### src/rtl/adc_seq_pkg.sv
package adc_seq_pkg;
  localparam int RES_W   = 10;
  localparam int REG_W   = 16;
  localparam int TRIG_N  = 3;
  localparam int SEL_W   = 2;

  localparam int B_BUSY  = 15;
  localparam int B_RDY   = 14;
  localparam int B_IEN   = 13;
  localparam int B_PAUSE = 12;
  localparam int B_SELHI = 11;
  localparam int B_SELLO = 10;
  localparam int B_GO    = 9;
  localparam int B_HOLD  = 1;
  localparam int B_CONT  = 0;

  typedef struct packed {
    logic             busy;
    logic             rdy;
    logic             ien;
    logic             pause;
    logic [SEL_W-1:0] sel;
    logic             hold;
    logic             cont;
  } ctl_state_t;
endpackage

### src/rtl/adc_trig_sel.sv
module adc_trig_sel
  import adc_seq_pkg::*;
#(
  parameter int N = TRIG_N,
  parameter int W = SEL_W
) (
  input  logic [N-1:0] trig_i,
  input  logic [W-1:0] sel_i,
  output logic         hit_o
);
  logic [N-1:0] match;

  for (genvar k = 0; k < N; k++) begin : g_line
    assign match[k] = (sel_i == W'(k + 1)) && trig_i[k];
  end

  assign hit_o = |match;
endmodule

### src/rtl/adc_result_reg.sv
module adc_result_reg
  import adc_seq_pkg::*;
#(
  parameter int W = RES_W
) (
  input  logic         clk,
  input  logic         rst,
  input  logic         load_i,
  input  logic [W-1:0] sample_i,
  output logic [W-1:0] value_o
);
  always_ff @(posedge clk) begin
    if (rst)         value_o <= '0;
    else if (load_i) value_o <= sample_i;
  end
endmodule

### src/rtl/adc_ctrl_core.sv
module adc_ctrl_core
  import adc_seq_pkg::*;
(
  input  logic             clk,
  input  logic             rst,
  input  logic             wr_i,
  input  logic             wbusy_i,
  input  logic             wrdy_i,
  input  logic             wien_i,
  input  logic [SEL_W-1:0] wsel_i,
  input  logic             wgo_i,
  input  logic             whold_i,
  input  logic             wcont_i,
  input  logic             trig_hit_i,
  input  logic             done_i,
  input  logic             ack_i,
  output ctl_state_t       st_o,
  output logic             start_o,
  output logic             load_o,
  output logic             irq_o
);
  ctl_state_t st_q, st_d;
  logic start_d;
  logic do_stop, do_launch, done_ok;

  always_comb begin
    st_d      = st_q;
    start_d   = 1'b0;
    do_stop   = wr_i && !wbusy_i;
    do_launch = ((wr_i && wgo_i) || trig_hit_i) && !st_q.busy;
    done_ok   = done_i && st_q.busy && !st_q.pause && !do_stop;

    if ((wr_i && !wrdy_i) || ack_i) st_d.rdy = 1'b0;

    if (done_ok) begin
      st_d.rdy = 1'b1;
      if (!st_q.cont)      st_d.busy  = 1'b0;
      else if (st_q.hold)  st_d.pause = 1'b1;
      else                 start_d    = 1'b1;
    end

    if (ack_i && st_q.pause) begin
      st_d.pause = 1'b0;
      start_d    = 1'b1;
    end

    if (do_launch) begin
      st_d.busy = 1'b1;
      start_d   = 1'b1;
    end

    if (wr_i) begin
      st_d.ien  = wien_i;
      st_d.sel  = wsel_i;
      st_d.hold = whold_i;
      st_d.cont = wcont_i;
    end

    if (do_stop) begin
      st_d.busy  = 1'b0;
      st_d.pause = 1'b0;
      start_d    = 1'b0;
    end
  end

  always_ff @(posedge clk) begin
    if (rst) begin
      st_q    <= '0;
      start_o <= 1'b0;
      irq_o   <= 1'b0;
    end else begin
      st_q    <= st_d;
      start_o <= start_d;
      irq_o   <= st_d.rdy && st_d.ien;
    end
  end

  assign st_o   = st_q;
  assign load_o = done_ok;
endmodule

### src/rtl/adc_seq_ctrl.sv
module adc_seq_ctrl
  import adc_seq_pkg::*;
(
  input  logic              clk,
  input  logic              rst,
  input  logic              bus_wr,
  input  logic              bus_addr,
  input  logic [REG_W-1:0]  bus_wdata,
  output logic [REG_W-1:0]  bus_rdata,
  input  logic [TRIG_N-1:0] hw_trig_i,
  output logic              conv_start_o,
  input  logic              conv_done_i,
  input  logic [RES_W-1:0]  conv_result_i,
  output logic              irq_o,
  input  logic              xfer_ack_i
);
  ctl_state_t       st;
  logic             trig_hit, load;
  logic [RES_W-1:0] sample_q;
  logic [REG_W-1:0] ctl_word, res_word;
  logic             wr_ctl;

  assign wr_ctl = bus_wr && !bus_addr;

  adc_trig_sel #(.N(TRIG_N), .W(SEL_W)) trig_i (
    .trig_i (hw_trig_i),
    .sel_i  (st.sel),
    .hit_o  (trig_hit)
  );

  adc_ctrl_core core_i (
    .clk        (clk),
    .rst        (rst),
    .wr_i       (wr_ctl),
    .wbusy_i    (bus_wdata[B_BUSY]),
    .wrdy_i     (bus_wdata[B_RDY]),
    .wien_i     (bus_wdata[B_IEN]),
    .wsel_i     (bus_wdata[B_SELHI:B_SELLO]),
    .wgo_i      (bus_wdata[B_GO]),
    .whold_i    (bus_wdata[B_HOLD]),
    .wcont_i    (bus_wdata[B_CONT]),
    .trig_hit_i (trig_hit),
    .done_i     (conv_done_i),
    .ack_i      (xfer_ack_i),
    .st_o       (st),
    .start_o    (conv_start_o),
    .load_o     (load),
    .irq_o      (irq_o)
  );

  adc_result_reg #(.W(RES_W)) res_i (
    .clk      (clk),
    .rst      (rst),
    .load_i   (load),
    .sample_i (conv_result_i),
    .value_o  (sample_q)
  );

  always_comb begin
    ctl_word          = '0;
    ctl_word[B_BUSY]  = st.busy;
    ctl_word[B_RDY]   = st.rdy;
    ctl_word[B_IEN]   = st.ien;
    ctl_word[B_PAUSE] = st.pause;
    ctl_word[B_SELHI:B_SELLO] = st.sel;
    ctl_word[B_HOLD]  = st.hold;
    ctl_word[B_CONT]  = st.cont;
    res_word          = {{(REG_W-RES_W){1'b0}}, sample_q};
  end

  always_ff @(posedge clk) begin
    if (rst) bus_rdata <= '0;
    else     bus_rdata <= bus_addr ? res_word : ctl_word;
  end
endmodule

### config.mk
export PLATFORM = sky130hd
export DESIGN_NAME = adc_seq_ctrl
export DESIGN_NICKNAME = d
export VERILOG_FILES = /design/src/rtl/adc_seq_pkg.sv /design/src/rtl/adc_trig_sel.sv /design/src/rtl/adc_result_reg.sv /design/src/rtl/adc_ctrl_core.sv /design/src/rtl/adc_seq_ctrl.sv
export SDC_FILE = /design/constraint.sdc
export NUM_CORES = 1
export LEC_CHECK = 0
export CAP_MARGIN = 25
export CORE_ASPECT_RATIO = 0.75
export CORE_MARGIN = 1
export CORE_UTILIZATION = 55
export DETAILED_ROUTE_END_ITERATION = 8
export DONT_BUFFER_PORTS = 1
export PLACE_DENSITY = 0.7
export SLEW_MARGIN = 10
export SYNTH_ARGS = -nofsm -noshare
export SYNTH_HDL_FRONTEND = slang
export SYNTH_SLANG_ARGS = --single-unit
### constraint.sdc
create_clock -name clk -period 1.8 [get_ports clk]
set_clock_uncertainty 0.15 [all_clocks]
set_input_delay 0.18 -clock clk [delete_from_list [all_inputs] [get_ports clk]]
set_output_delay 0.18 -clock clk [all_outputs]
set_load 0.03 [all_outputs]
Word-level counts from Yosys, hierarchy flattened
Index checks and enable logic that the tools add are counted.
- register bits: 36
- bits of input ports: 35
- logic and storage cells: 58
- equal/unequal tests: 4
- muxes and demuxes: 11
- bitwise operators: 1
- reductions and logical operators: 29
- operators with widths (operator ; number):
    $logic_and 1x1->1 ; 13
    $mux 1 ; 9
    $logic_not 1->1 ; 6
    $reduce_or 2->1 ; 3
    $reduce_or 3->1 ; 2
    $eq 2x2->1 const B ; 2
    $mux 2 ; 2
    $reduce_and 3->1 ; 1
    $eq 2x1->1 const B ; 1
    $logic_or 1x1->1 ; 2
    $ne 2x2->1 const B ; 1
    $reduce_and 2->1 ; 1
    $reduce_bool 2->1 ; 1
    $not 1->1 ; 1

Longest topological paths before layout
- word-level depth: 8
- mapped depth: 5
- mapped depth without buffers: 3

Cells and area by module
A second synthesis with hierarchy kept.
- cells, all modules: 112
- area total of the unflattened synthesis: 1242.4 um^2
- modules (own cells, without submodules) (module ; instances ; cells each ; area an instance (um^2) ; seq. area each (um^2)):
    adc_seq_ctrl ; 1 ; 37 ; 455.4 ; 320.3
    adc_ctrl_core ; 1 ; 40 ; 410.4 ; 200.2
    adc_result_reg ; 1 ; 32 ; 352.8 ; 200.2
    adc_trig_sel ; 1 ; 3 ; 23.8 ; 0.0

Worst setup path before layout
OpenSTA, ideal clock, no wires.
- kind: reg-to-reg
- start: register core_i.st_q, in the netlist core_i.st_o[2]
- end: register core_i.start_o
- setup time: 0.136 ns
- arrival: 1.052 ns
- required time: 1.514 ns
- setup slack: 0.462 ns
- cell stages (with the launch flop): 4
- buffers on the path: 0
- period minus slack after synthesis: 1.338 ns
- cell sequence: dfxtp_1 mux2_2 a311oi_2 a311oi_1
- longest elaborated chain between the ends: 6
- elaborated cells on any way between the ends: 10
- RTL lines (element ; line ; text):
    start, declared ; adc_ctrl_core.sv:22 ; ctl_state_t st_q, st_d;
    start signal, assigned ; adc_ctrl_core.sv:72 ; st_q <= st_d;
    $eq 2x1->1 / $eq 2x2->1 (equally long branches) ; adc_trig_sel.sv:14 ; assign match[k] = (sel_i == W'(k + 1)) && trig_i[k];
    $logic_and 1x1->1 ; adc_trig_sel.sv:14 ;
    $reduce_or 3->1 (*) ; adc_trig_sel.sv:17 ; assign hit_o = |match;
    $logic_or 1x1->1 (*) ; adc_ctrl_core.sv:30 ; do_launch = ((wr_i && wgo_i) || trig_hit_i) && !st_q.busy;
    $logic_and 1x1->1 (*) ; adc_ctrl_core.sv:30 ;
    $mux 1 (*) ; adc_ctrl_core.sv:47 ; if (do_launch) begin
    end signal, assigned ; adc_ctrl_core.sv:73 ; start_o <= start_d;
    end, declared ; adc_ctrl_core.sv:18 ; output logic start_o,
Mark *: on every way between the ends. The rest lies on a longest branch, timed or not.
A chain may end at the register's enable or synchronous reset.

Final worst setup path
- start: input port bus_addr
- end: register res_i.value_o[3]
- longest elaborated chain between the ends: 5
- RTL lines (element ; line ; text):
    start, declared ; adc_seq_ctrl.sv:7 ; input logic bus_addr,
    $logic_not 1->1 ; adc_seq_ctrl.sv:23 ; assign wr_ctl = bus_wr && !bus_addr;
    $logic_and 1x1->1 ; adc_seq_ctrl.sv:23 ;
    $logic_and 1x1->1 ; adc_ctrl_core.sv:29 ; do_stop = wr_i && !wbusy_i;
    $logic_not 1->1 ; adc_ctrl_core.sv:31 ; done_ok = done_i && st_q.busy && !st_q.pause && !do_stop;
    $logic_and 1x1->1 ; adc_ctrl_core.sv:31 ;
    end signal, assigned ; adc_result_reg.sv:14 ; else if (load_i) value_o <= sample_i;
    end, declared ; adc_result_reg.sv:10 ; output logic [W-1:0] value_o
Every way passes these cells.

==> reports/results.tsv <==
stage	metric	value	unit
logic_synthesis	flops & latches, synth	36	
power_and_ir_drop	combinational share of power	8.4	%
power_and_ir_drop	switch share	21.4	%
finish	Antenna Diode Count	0	
logic_synthesis	synthesis warning total	0	
logic_synthesis	net count after synthesis	167	
sta	Hold Fails Final Rpt	0	
power_and_ir_drop	VDD IR max	0.587	mV
sta	Achievable Freq	558	MHz
worst_setup_path	critical-path cell list	dlygate4sd3_1, nor3b_4, o21ai_2, a21oi_2, dlygate4sd3_1	
sta	final setup violation count	0	
logic_synthesis	total standard cell area after synthesis	1370	sq um
drt	violation count after the first detailed-routing iteration	35	
die	floorplan die area	2690	sq um
power_and_ir_drop	part of the total power dissipated in the clock network	38.9	%
drt	total detailed-routing wirelength	2910	microns
drt	Vias	1057	
die	core footprint	2330	sq um
sta	clock period minus final worst setup slack	1.79	ns
clock_tree	buffer levels on the longest clock path	2	
job	number of maximum-capacitance violations	0	
die	horizontal extent of the die	59.6	microns
place	number of input and output port buffers inserted	0	
worst_setup_path	Most common cell on crit path	sky130_fd_sc_hd__dlygate4sd3_1	
worst_hold_path	kind of path behind the tightest hold check	in -> reg	
global_routing	total overflow reported by the global router	0	
drt	wire length per cell	14.8	microns
place	Post-DP HPWL	1740	microns
sta	accumulated negative setup slack	0	ns
logic_synthesis	Avg Cell Area, Syn	10.4	sq um
global_routing	largest net degree at the start of global routing	25	
die	row count	15	
sta	number of pins exceeding their max-slew limit in the final report	0	
power_and_ir_drop	total power per unit cell area	916	nW/um^2
drt	ratio of routed vias to standard cells	5.37	
sta	worst-case hold slack	0.0477	ns
worst_setup_path	CP Class	in -> reg	
worst_setup_path	data arrival time of the critical path	1.92	ns
sta	actual slew at the worst max-slew pin	0.988	ns
logic_synthesis	async set or reset register ratio after synthesis	0	%
drt	DRC	0	
worst_hold_path	Worst Hold Path Cells	3	
finish	net count of the finished layout	197	
die	Die Y	45.2	microns
worst_hold_path	worst min-delay path endpoint	core_i.st_o[1]	
place	placed cell count	161	
logic_synthesis	number of synthesized flops with an enable pin	0	
clock_tree	CTS sink cnt	36	
die	initial core utilization	58.8	%
global_routing	via count of the first global-routing pass	965	
clock_tree	source-to-sink clock delay at the later pin of the worst-skew pair	0.33	ns
worst_setup_path	endpoint of the worst-slack reg-to-reg timing path	res_i.value_o[3]	
clock_tree	number of buffers created by CTS	5	
drt	first-pass iteration count of the detailed router	4	
sta	relative slew slack	34.1	%
finish	fraction of final layout cells sized beyond drive strength 1	22.1	%
place	worst slack at placement	0.330	ns
logic_synthesis	cell count after synthesis	132	
sta	Worst Setup Slack, final	0.00675	ns
clock_tree	clock root cell	sky130_fd_sc_hd__clkbuf_4	
worst_setup_path	cell type of the slowest stage on the worst timing path	sky130_fd_sc_hd__dlygate4sd3_1	
power_and_ir_drop	cell internal power dissipation	1.26	mW
worst_setup_path	crit path max fanout	10	
status	result of the run	finished, final reports clean	
worst_setup_path	kind of launch point of the worst setup path	input pin	
power_and_ir_drop	leakage power figure	0.643	nW
worst_hold_path	Worst Hold Launch	bus_wr	
global_routing	first-pass GRT wire length	4400	microns
finish	Area growth syn-to-layout	27.6	%
place	weighted congestion reported at the end of routability-driven placement	0.770	
clock_tree	clock input transition at the sequential cells of the worst setup and hold paths	0.10	ns
clock_tree	CTS H-tree depth	2	
worst_setup_path	FF-to-FF Start	core_i.st_o[4]	
worst_setup_path	number of cell instances on the worst register-to-register path	4	
logic_synthesis	most frequently used flop master after synthesis	sky130_fd_sc_hd__dfxtp_1	
power_and_ir_drop	NetSw	342	uW
die	number of ports placed on the die boundary	53	
clock_tree	clock tree from TritonCTS	yes	
worst_setup_path	slack of the worst reg-to-reg path	0.04	ns
logic_synthesis	post-synthesis sequential area ratio	52.7	%
worst_setup_path	critical path required time	1.93	ns
finish	non-filler cells in the finished layout	197	
global_routing	GRT Total Usage	23.1	%
worst_setup_path	Worst setup EP type	flop	
global_routing	antenna violations before repair	0	
logic_synthesis	unique cell type count in the Yosys netlist	36	
power_and_ir_drop	part of the power in registers	52.6	%
worst_setup_path	biggest cell delay along the critical path	0.60	ns
sta	Final Cycle Share	99.6	%
drt	Antenna Nets Post-Route	0	
-- metrics by stage --
stage	power (mW)	cell area, sq um	utilization [%]
final	1.60	1750	75.0
after global routing	1.66	1750	75.0
after CTS	1.60	1680	72.2
after detailed placement	0.935	1380	59.1
after global placement	0.931	1380	59.1
after floorplan	0.934	1370	-
-- power groups by stage --
stage	Combinational, mW	Sequential (mW)	Clock, mW
after floorplan	0.0787	0.855	0
after global placement	0.0724	0.858	0
after detailed placement	0.0752	0.859	0
after CTS	0.120	0.841	0.634
after global routing	0.145	0.845	0.667
final	0.135	0.842	0.623
-- sequential cells by signal, indices dropped and copies added (netlist names) --
| register | cells |
|---|---|
| core_i.start_o | 1 |
| core_i.irq_o | 1 |
| bus_rdata | 16 |
| res_i.value_o | 10 |
| core_i.st_o | 8 |
-- kinds of logic (layout without fill, tap and decap cells) --
family	count (synthesis)	after routing	share of synthesized area, %
buf+inv	10	41	4.76
simple gates	52	52	24.5
mux	4	4	3.02
compound gates	30	30	15.0
flops	36	36	52.7
-- placed cells by master, fill, tap and decap left out, types with 2 or more instances in the layout --
cell,instances
sky130_fd_sc_hd__and2_1,13
sky130_fd_sc_hd__a21oi_1,8
sky130_fd_sc_hd__o21ai_2,3
sky130_fd_sc_hd__nand3_2,5
sky130_fd_sc_hd__inv_1,2
sky130_fd_sc_hd__dfxtp_1,36
sky130_fd_sc_hd__clkbuf_4,5
sky130_fd_sc_hd__nor2_1,5
sky130_fd_sc_hd__a21oi_2,6
sky130_fd_sc_hd__o21ai_0,3
sky130_fd_sc_hd__nand2_1,10
sky130_fd_sc_hd__nand3_1,5
sky130_fd_sc_hd__a211oi_1,2
sky130_fd_sc_hd__clkbuf_8,2
sky130_fd_sc_hd__nor3_1,2
sky130_fd_sc_hd__buf_4,8
sky130_fd_sc_hd__mux2i_1,3
sky130_fd_sc_hd__o21ai_1,4
sky130_fd_sc_hd__dlygate4sd3_1,22
-- worst max path at each step --
stage | start | end | slack (ns) | depth (start not counted)
6_report | bus_addr | res_i.value_o[3] | 0.007 | 5
5_1_grt | bus_addr | res_i.value_o[3] | -0.02 | 5
4_1_cts | bus_wdata[15] | res_i.value_o[3] | 0.02 | 5
3_5_place_dp | core_i.st_o[2] | core_i.start_o | 0.33 | 3
3_3_place_gp | core_i.st_o[2] | core_i.start_o | 0.34 | 3
2_1_floorplan | core_i.st_o[2] | core_i.start_o | 0.46 | 3
-- routing by layer --
metal	vias to the layer above	part of all wire (%)	track usage, %
met3	2	5.8	7.16
met2	38	48	38.4
met1	502	46	28.5
li1	515	-	-
met5	-	0	0
met4	0	0.38	8.37
-- layout make-up --
class                           instances  area, sq um
Clock buffer                            7         65.1
Multi-Input combinational cell         86          587
Clock inverter                          1         30.0
Sequential cell                        36          721
Tap cell                               34         42.5
Inverter                                2         7.51
Timing Repair Buffer                   31          293
Fill cell                             182          582
-- synth_stat cells (2+ instances only) --
| library cell | number | area [sq um] |
|---|---|---|
| sky130_fd_sc_hd__a21oi_1 | 8 | 40.0 |
| sky130_fd_sc_hd__dfxtp_1 | 36 | 721 |
| sky130_fd_sc_hd__nand2_1 | 10 | 37.5 |
| sky130_fd_sc_hd__and2_1 | 13 | 81.3 |
| sky130_fd_sc_hd__clkbuf_1 | 3 | 11.3 |
| sky130_fd_sc_hd__buf_6 | 3 | 33.8 |
| sky130_fd_sc_hd__a211oi_1 | 2 | 15.0 |
| sky130_fd_sc_hd__mux2i_1 | 3 | 30.0 |
| sky130_fd_sc_hd__a21oi_2 | 6 | 52.6 |
| sky130_fd_sc_hd__o21ai_0 | 3 | 15.0 |
| sky130_fd_sc_hd__o21ai_2 | 2 | 17.5 |
| sky130_fd_sc_hd__inv_1 | 2 | 7.51 |
| sky130_fd_sc_hd__nor2_1 | 5 | 18.8 |
| sky130_fd_sc_hd__nand3_1 | 5 | 25.0 |
| sky130_fd_sc_hd__o21ai_1 | 5 | 25.0 |
| sky130_fd_sc_hd__nand3_2 | 5 | 50.1 |
| sky130_fd_sc_hd__nor3_1 | 2 | 10.0 |
-- timing repair --
action	4_1_cts	5_1_grt
gates resized for setup	0	3
endpoints found under the hold margin	36	7
endpoints found under the setup margin	0	9
hold buffers	21	2
setup buffers	0	5
-- worst max-delay path: cells and delay by family --
kind | cells | cell delay [ns]
buffers and inverters | 2 | 1.17
AND/OR/NAND/NOR | 1 | 0.33
AO/OA/AOI/OAI | 2 | 0.24
No activity file was read; power rests on OpenSTA's default activity.
